## config.mk

```make
export PLATFORM = sky130hd
export DESIGN_NAME = srch_cmd_decoder
export DESIGN_NICKNAME = d
export VERILOG_FILES = /design/src/rtl/srch_dec_pkg.sv /design/src/rtl/srch_cmd_classify.sv /design/src/rtl/srch_phase_fsm.sv /design/src/rtl/srch_beat_hold.sv /design/src/rtl/srch_req_out.sv /design/src/rtl/srch_cmd_decoder.sv
export SDC_FILE = /design/constraint.sdc
export NUM_CORES = 1
export LEC_CHECK = 0
export BUFFER_PORTS_ARGS = -buffer_cell sky130_fd_sc_hd__buf_2
export CAP_MARGIN = 10
export CORE_MARGIN = 2
export CORE_UTILIZATION = 47
export DETAILED_ROUTE_END_ITERATION = 7
export GPL_ROUTABILITY_DRIVEN = 0
export GPL_TIMING_DRIVEN = 0
export PLACE_DENSITY = 0.76
export REMOVE_ABC_BUFFERS = 1
export SLEW_MARGIN = 10
export SYNTH_ARGS = -nofsm -noshare
export SYNTH_HDL_FRONTEND = slang
export SYNTH_SLANG_ARGS = --single-unit
```

## constraint.sdc

```tcl
create_clock -name clk -period 1.3 [get_ports clk]
set_input_delay 0.26 -clock clk [delete_from_list [all_inputs] [get_ports clk]]
set_output_delay 0.26 -clock clk [all_outputs]
set_load 0.02 [all_outputs]
```

## src/rtl/srch_dec_pkg.sv

```systemverilog
package srch_dec_pkg;

    localparam int CMD_W     = 9;
    localparam int OP_LO     = 0;
    localparam int OP_W      = 2;
    localparam logic [OP_W-1:0] OP_SEARCH = 2'b10;
    localparam int RSV_BIT   = 2;

    // phase A fields
    localparam int MASK_LO   = 3;
    localparam int MASK_W    = 3;
    localparam int PFX_LO    = 7;
    localparam int PFX_W     = 2;

    // phase B fields
    localparam int CMPI_LO   = 2;
    localparam int CMPI_W    = 4;
    localparam int STAT_LO   = 6;
    localparam int STAT_W    = 3;

    typedef enum logic [0:0] {
        ST_IDLE    = 1'b0,
        ST_PHASE_B = 1'b1
    } srch_state_e;

    typedef struct packed {
        logic [MASK_W-1:0] mask_idx;
        logic [PFX_W-1:0]  pfx;
    } phase_a_t;

    typedef struct packed {
        logic [STAT_W-1:0] stat_idx;
        logic [CMPI_W-1:0] cmp_idx;
    } phase_b_t;

    function automatic phase_a_t split_a(input logic [CMD_W-1:0] c);
        phase_a_t f;
        f.mask_idx = c[MASK_LO +: MASK_W];
        f.pfx      = c[PFX_LO +: PFX_W];
        return f;
    endfunction

    function automatic phase_b_t split_b(input logic [CMD_W-1:0] c);
        phase_b_t f;
        f.stat_idx = c[STAT_LO +: STAT_W];
        f.cmp_idx  = c[CMPI_LO +: CMPI_W];
        return f;
    endfunction

endpackage

```

## src/rtl/srch_cmd_classify.sv

```systemverilog
module srch_cmd_classify
    import srch_dec_pkg::*;
(
    input  logic             cmd_vld,
    input  logic [CMD_W-1:0] cmd,
    output logic             is_search,
    output logic             rsv_set,
    output phase_a_t         fld_a,
    output phase_b_t         fld_b
);

    always_comb begin
        is_search = cmd_vld && (cmd[OP_LO +: OP_W] == OP_SEARCH);
        rsv_set   = cmd[RSV_BIT];
        fld_a     = split_a(cmd);
        fld_b     = split_b(cmd);
    end

endmodule

```

## src/rtl/srch_phase_fsm.sv

```systemverilog
module srch_phase_fsm
    import srch_dec_pkg::*;
(
    input  logic clk,
    input  logic rst,
    input  logic is_search,
    input  logic rsv_set,
    output logic cap_a,
    output logic issue,
    output logic fault,
    output logic in_phase_b
);

    srch_state_e state_q;
    srch_state_e state_d;

    always_ff @(posedge clk) begin
        if (rst) begin
            state_q <= ST_IDLE;
        end else begin
            state_q <= state_d;
        end
    end

    always_comb begin
        state_d = state_q;
        cap_a   = 1'b0;
        issue   = 1'b0;
        fault   = 1'b0;
        unique case (state_q)
            ST_IDLE: begin
                if (is_search) begin
                    if (rsv_set) begin
                        fault   = 1'b1;          // reject A
                    end else begin
                        cap_a   = 1'b1;          // accept A
                        state_d = ST_PHASE_B;
                    end
                end
            end
            ST_PHASE_B: begin
                if (is_search) begin
                    issue = 1'b1;                // issue
                end else begin
                    fault = 1'b1;                // abort
                end
                state_d = ST_IDLE;
            end
            default: state_d = ST_IDLE;
        endcase
    end

    assign in_phase_b = (state_q == ST_PHASE_B);

endmodule

```

## src/rtl/srch_beat_hold.sv

```systemverilog
module srch_beat_hold
    import srch_dec_pkg::*;
#(
    parameter int DATA_W = 68
) (
    input  logic              clk,
    input  logic              rst,
    input  logic              cap_a,
    input  phase_a_t          fld_a,
    input  logic [DATA_W-1:0] dq,
    output phase_a_t          held_a,
    output logic [DATA_W-1:0] held_beat
);

    always_ff @(posedge clk) begin
        if (rst) begin
            held_a    <= '0;
            held_beat <= '0;
        end else if (cap_a) begin
            held_a    <= fld_a;
            held_beat <= dq;
        end
    end

endmodule

```

## src/rtl/srch_req_out.sv

```systemverilog
module srch_req_out
    import srch_dec_pkg::*;
#(
    parameter int DATA_W = 68,
    localparam int WORD_W = 2 * DATA_W
) (
    input  logic              clk,
    input  logic              rst,
    input  logic              issue,
    input  logic              fault,
    input  phase_a_t          held_a,
    input  logic [DATA_W-1:0] held_beat,
    input  phase_b_t          fld_b,
    input  logic [DATA_W-1:0] dq,
    output logic              req_vld,
    output logic [MASK_W-1:0] req_mask_idx,
    output logic [STAT_W-1:0] req_stat_idx,
    output logic [CMPI_W-1:0] req_cmp_idx,
    output logic [PFX_W-1:0]  req_addr_pfx,
    output logic              cmp_we,
    output logic [CMPI_W-1:0] cmp_wr_idx,
    output logic [WORD_W-1:0] cmp_wr_data,
    output logic              err
);

    always_ff @(posedge clk) begin
        if (rst) begin
            req_vld <= 1'b0;
            cmp_we  <= 1'b0;
            err     <= 1'b0;
        end else begin
            req_vld <= issue;
            cmp_we  <= issue;
            err     <= fault;
        end
    end

    always_ff @(posedge clk) begin
        if (rst) begin
            req_mask_idx <= '0;
            req_addr_pfx <= '0;
            req_stat_idx <= '0;
            req_cmp_idx  <= '0;
            cmp_wr_idx   <= '0;
            cmp_wr_data  <= '0;
        end else if (issue) begin
            req_mask_idx <= held_a.mask_idx;
            req_addr_pfx <= held_a.pfx;
            req_stat_idx <= fld_b.stat_idx;
            req_cmp_idx  <= fld_b.cmp_idx;
            cmp_wr_idx   <= fld_b.cmp_idx;
            cmp_wr_data  <= {dq, held_beat};
        end
    end

endmodule

```

## src/rtl/srch_cmd_decoder.sv

```systemverilog
module srch_cmd_decoder
    import srch_dec_pkg::*;
#(
    parameter int DATA_W = 68,
    localparam int WORD_W = 2 * DATA_W
) (
    input  logic              clk,
    input  logic              rst,
    input  logic              cmd_vld,
    input  logic [CMD_W-1:0]  cmd,
    input  logic [DATA_W-1:0] dq,
    output logic              req_vld,
    output logic [MASK_W-1:0] req_mask_idx,
    output logic [STAT_W-1:0] req_stat_idx,
    output logic [CMPI_W-1:0] req_cmp_idx,
    output logic [PFX_W-1:0]  req_addr_pfx,
    output logic              cmp_we,
    output logic [CMPI_W-1:0] cmp_wr_idx,
    output logic [WORD_W-1:0] cmp_wr_data,
    output logic              err
);

    logic              is_search;
    logic              rsv_set;
    phase_a_t          fld_a;
    phase_b_t          fld_b;
    logic              cap_a;
    logic              issue;
    logic              fault;
    logic              in_phase_b;
    phase_a_t          held_a;
    logic [DATA_W-1:0] held_beat;
    logic              in_phase_b_unused;

    srch_cmd_classify u_classify (
        .cmd_vld   (cmd_vld),
        .cmd       (cmd),
        .is_search (is_search),
        .rsv_set   (rsv_set),
        .fld_a     (fld_a),
        .fld_b     (fld_b)
    );

    srch_phase_fsm u_fsm (
        .clk        (clk),
        .rst        (rst),
        .is_search  (is_search),
        .rsv_set    (rsv_set),
        .cap_a      (cap_a),
        .issue      (issue),
        .fault      (fault),
        .in_phase_b (in_phase_b)
    );

    srch_beat_hold #(.DATA_W(DATA_W)) u_hold (
        .clk       (clk),
        .rst       (rst),
        .cap_a     (cap_a),
        .fld_a     (fld_a),
        .dq        (dq),
        .held_a    (held_a),
        .held_beat (held_beat)
    );

    srch_req_out #(.DATA_W(DATA_W)) u_out (
        .clk          (clk),
        .rst          (rst),
        .issue        (issue),
        .fault        (fault),
        .held_a       (held_a),
        .held_beat    (held_beat),
        .fld_b        (fld_b),
        .dq           (dq),
        .req_vld      (req_vld),
        .req_mask_idx (req_mask_idx),
        .req_stat_idx (req_stat_idx),
        .req_cmp_idx  (req_cmp_idx),
        .req_addr_pfx (req_addr_pfx),
        .cmp_we       (cmp_we),
        .cmp_wr_idx   (cmp_wr_idx),
        .cmp_wr_data  (cmp_wr_data),
        .err          (err)
    );

    // phase flag is observed by the bound checker
    assign in_phase_b_unused = in_phase_b;

endmodule

```

==> impl_metrics.csv <==
group,metric,value,unit
status,outcome,"complete, but fails checks",
status,violations,"negative setup slack",
global_route,grt_start_max_net_pins,172,
timing,post-route-period-util,111,%
synth,yosys.area.top_type_share,53.2,%
floorplanning,core,17400,um2
placed_design,hpwl,12200,um
floorplanning,die_area,19000,um2
setup_path,start_kind,"flop",
setup_path,crit_type,"flop to flop",
setup_path,arrival,1.86,ns
clock_network,cts.clk_slew.worst_paths,0.06,ns
placed_design,postPlaceCellArea,9760,um2
setup_path,r2r_cells,6,
global_route,grt.overflow.total,0,
power_and_ir_drop,power.density,1150,nW/um2
global_route,grt_pass1_wl,35400,um
run,cap_violations,0,
routing,post_drt_wl_per_cell,17.6,um
routing,via_per_inst,5.15,
clock_network,cts_buffer_depth,3,
setup_path,timing.rr.end,"u_out.cmp_wr_data[116]",
finish,final_cell_mix,"220 x nand2_1, 199 x dfxtp_1, 146 x nand2b_1",
worst_hold_path,hp-class,"input pin to flop",
routing,ant_nets,0,
floorplanning,num_io_pins,235,
synth,netlist_area,8430,um2
timing,setup_viol,176,
power_and_ir_drop,p_leak,5.76,nW
finish,finalNetCount,1354,
floorplanning,start_util,48.4,%
timing,relSlewSlack,53.2,%
placed_design,portBuffers,234,
finish,antenna_cells,0,
floorplanning,die_h,138,um
timing,final_hold_viol_count,0,
finish,fin_area,12800,um2
finish,fin_util,73.5,%
timing,min_period,1.44,ns
synth,synthTopCellsByArea,"dfxtp_1 53%, nand2_1 13%, nand2b_1 11%",
setup_path,crit_path_cell_trace,"buf_6 > and4b_4 > buf_8 > clkbuf_16 > nand2_1 > a21oi_1",
setup_path,worstPathMaxFanout,7,
setup_path,critical-path-max-stage-delay,0.36,ns
routing,dr_total_vias,7798,
synth,netlist.top_cell.by_area,"dfxtp_1",
floorplanning,rows,48,
clock_network,clock-sinks,224,
setup_path,worst_path_max_delay_cell,"dfxtp_4",
timing,timing.setup.tns,-13.41,ns
clock_network,htree_num_levels,1,
routing,first_pass_iters,5,
synth,synthCells,976,
global_route,track_usage,23.6,%
power_and_ir_drop,power,14.7,mW
routing,dr.first_iter.drc_count,403,
setup_path,end_kind,"flop",
timing,rsz0062_at_grt,"yes",
routing,route.detailed.drc,0,
setup_path,critPathCapture,"u_out.cmp_wr_data[116]",
synth,yosys_warnings,0,
setup_path,cp.required,1.71,ns
setup_path,r2r_slack,-0.14,ns
timing,max_freq,693,MHz
timing,hold-worst-slack,0.0172,ns
timing,report.final.slew_viol_count,0,
power_and_ir_drop,vdd_drop_max,0.00121,V
finish,drive_above_1_share,38.0,%
global_route,grt_pass1_vias,7010,
floorplanning,die_x,138,um
setup_path,reg2reg_from,"u_fsm.in_phase_b",
timing,worst_pin_slew,0.702,ns
timing,setup_ws,-0.144,ns
setup_path,startpoint,"u_fsm.in_phase_b",
finish,synthToLayoutAreaGrowth,51.8,%
clock_network,cts_root_buf,"clkbuf_16",
routing,drt-total-wl,26700,um
synth,synth-seq-area-share,53.2,%
synth,ys_ff_latch,224,
placed_design,pre_cts_slack,-0.739,ns
timing,finClkSkew,0.0156,ns
synth,ys_types,17,
global_route,antenna_found_initial,0,
placed_design,place_inst,1370,
finish,final_common_cell,"nand2_1",
finish,final_cells,1515,
clock_network,clk_latency,0.51,ns
clock_network,cts_buffers,24,
clock_network,cts_tree,"yes",
synth,avgSynthCellArea,8.63,um2
==> area by class of cell <==
type / instances / area (um2)
clock inverter: 7 / 85.1
timing repair buffer: 346 / 3010
fill: 1164 / 4620
clock buffer: 35 / 723
tap: 225 / 282
sequential: 224 / 4520
multi-input combinational: 678 / 4180
==> worst max-delay path: cells and delay by family (launching register included) <==
kind            cells  cell delay (ns)
simple gates        2             0.39
buf+inv             3             0.45
flops               1             0.36
compound gates      1             0.15
==> report_power, final <==
group	total [mW]	switching [mW]	internal, mW
clock	6.92	2.69	4.23
sequential	6.95	0.0351	6.92
combinational	0.800	0.404	0.396
total	14.7	3.13	11.5
==> per-layer routing <==
layer	track usage, %	vias up	wire length (um)	share of wire [%]
li1	-	3744	-	-
met1	29.5	3702	11000	41
met2	39.7	299	13200	49
met3	5.99	53	1820	6.8
met4	7.37	0	674	2.5
met5	1.39	-	0	0
==> cells by family (layout without fill, tap and decap cells) <==
logic type             count (synthesis)  in the layout  synth area share (%)
multiplexers                          73             73                  8.67
flip-flops                           224            224                  53.2
buffers and inverters                 79            388                  4.35
AO/OA/AOI/OAI                        149            149                  8.85
AND/OR/NAND/NOR                      451            456                  24.9
==> timing repair <==
item,in CTS,in global routing
buffers inserted,27,9
setup endpoints to repair,228,251
hold buffers,53,0
endpoints found under the hold margin,57,0
gates resized for setup,91,253
cloned,14,10
pin swaps,34,67
==> state kept, by name, indices dropped and copies added, names as in the netlist <==
name and cells:
u_out.cmp_we 1, u_hold.held_beat 68, u_out.req_mask_idx 3, u_out.req_addr_pfx 2, u_hold.held_a 5, u_out.err 1, u_out.req_cmp_idx 4, u_out.req_stat_idx 3
u_out.cmp_wr_data 136, u_fsm.in_phase_b 1
==> worst min path at each step <==
stage | start | end | slack [ns] | cells past startpoint
3_3_place_gp | u_hold.held_beat[46] | u_out.cmp_wr_data[46] | 0.44 | 2
2_1_floorplan | rst | u_out.cmp_wr_data[0] | 0.33 | 1
3_5_place_dp | u_out.cmp_wr_data[21] | u_out.cmp_wr_data[21] | 0.44 | 2
5_1_grt | dq[64] | u_out.cmp_wr_data[132] | 0.007 | 3
4_1_cts | dq[50] | u_out.cmp_wr_data[118] | 0.0002 | 3
6_report | dq[64] | u_out.cmp_wr_data[132] | 0.02 | 3
==> cells in the mapped netlist <==
master	count
mux2i_1	73
buf_6	3
nor3_2	1
nand3b_4	1
or3_1	1
dfxtp_1	224
nand2_1	297
buf_2	23
a21oi_1	149
or3b_2	1
clkbuf_1	47
nand4b_1	1
buf_4	5
buf_1	1
and4b_1	1
nand2b_1	146
nor2_1	2
Note: power is estimated with default switching activity, not from simulation.
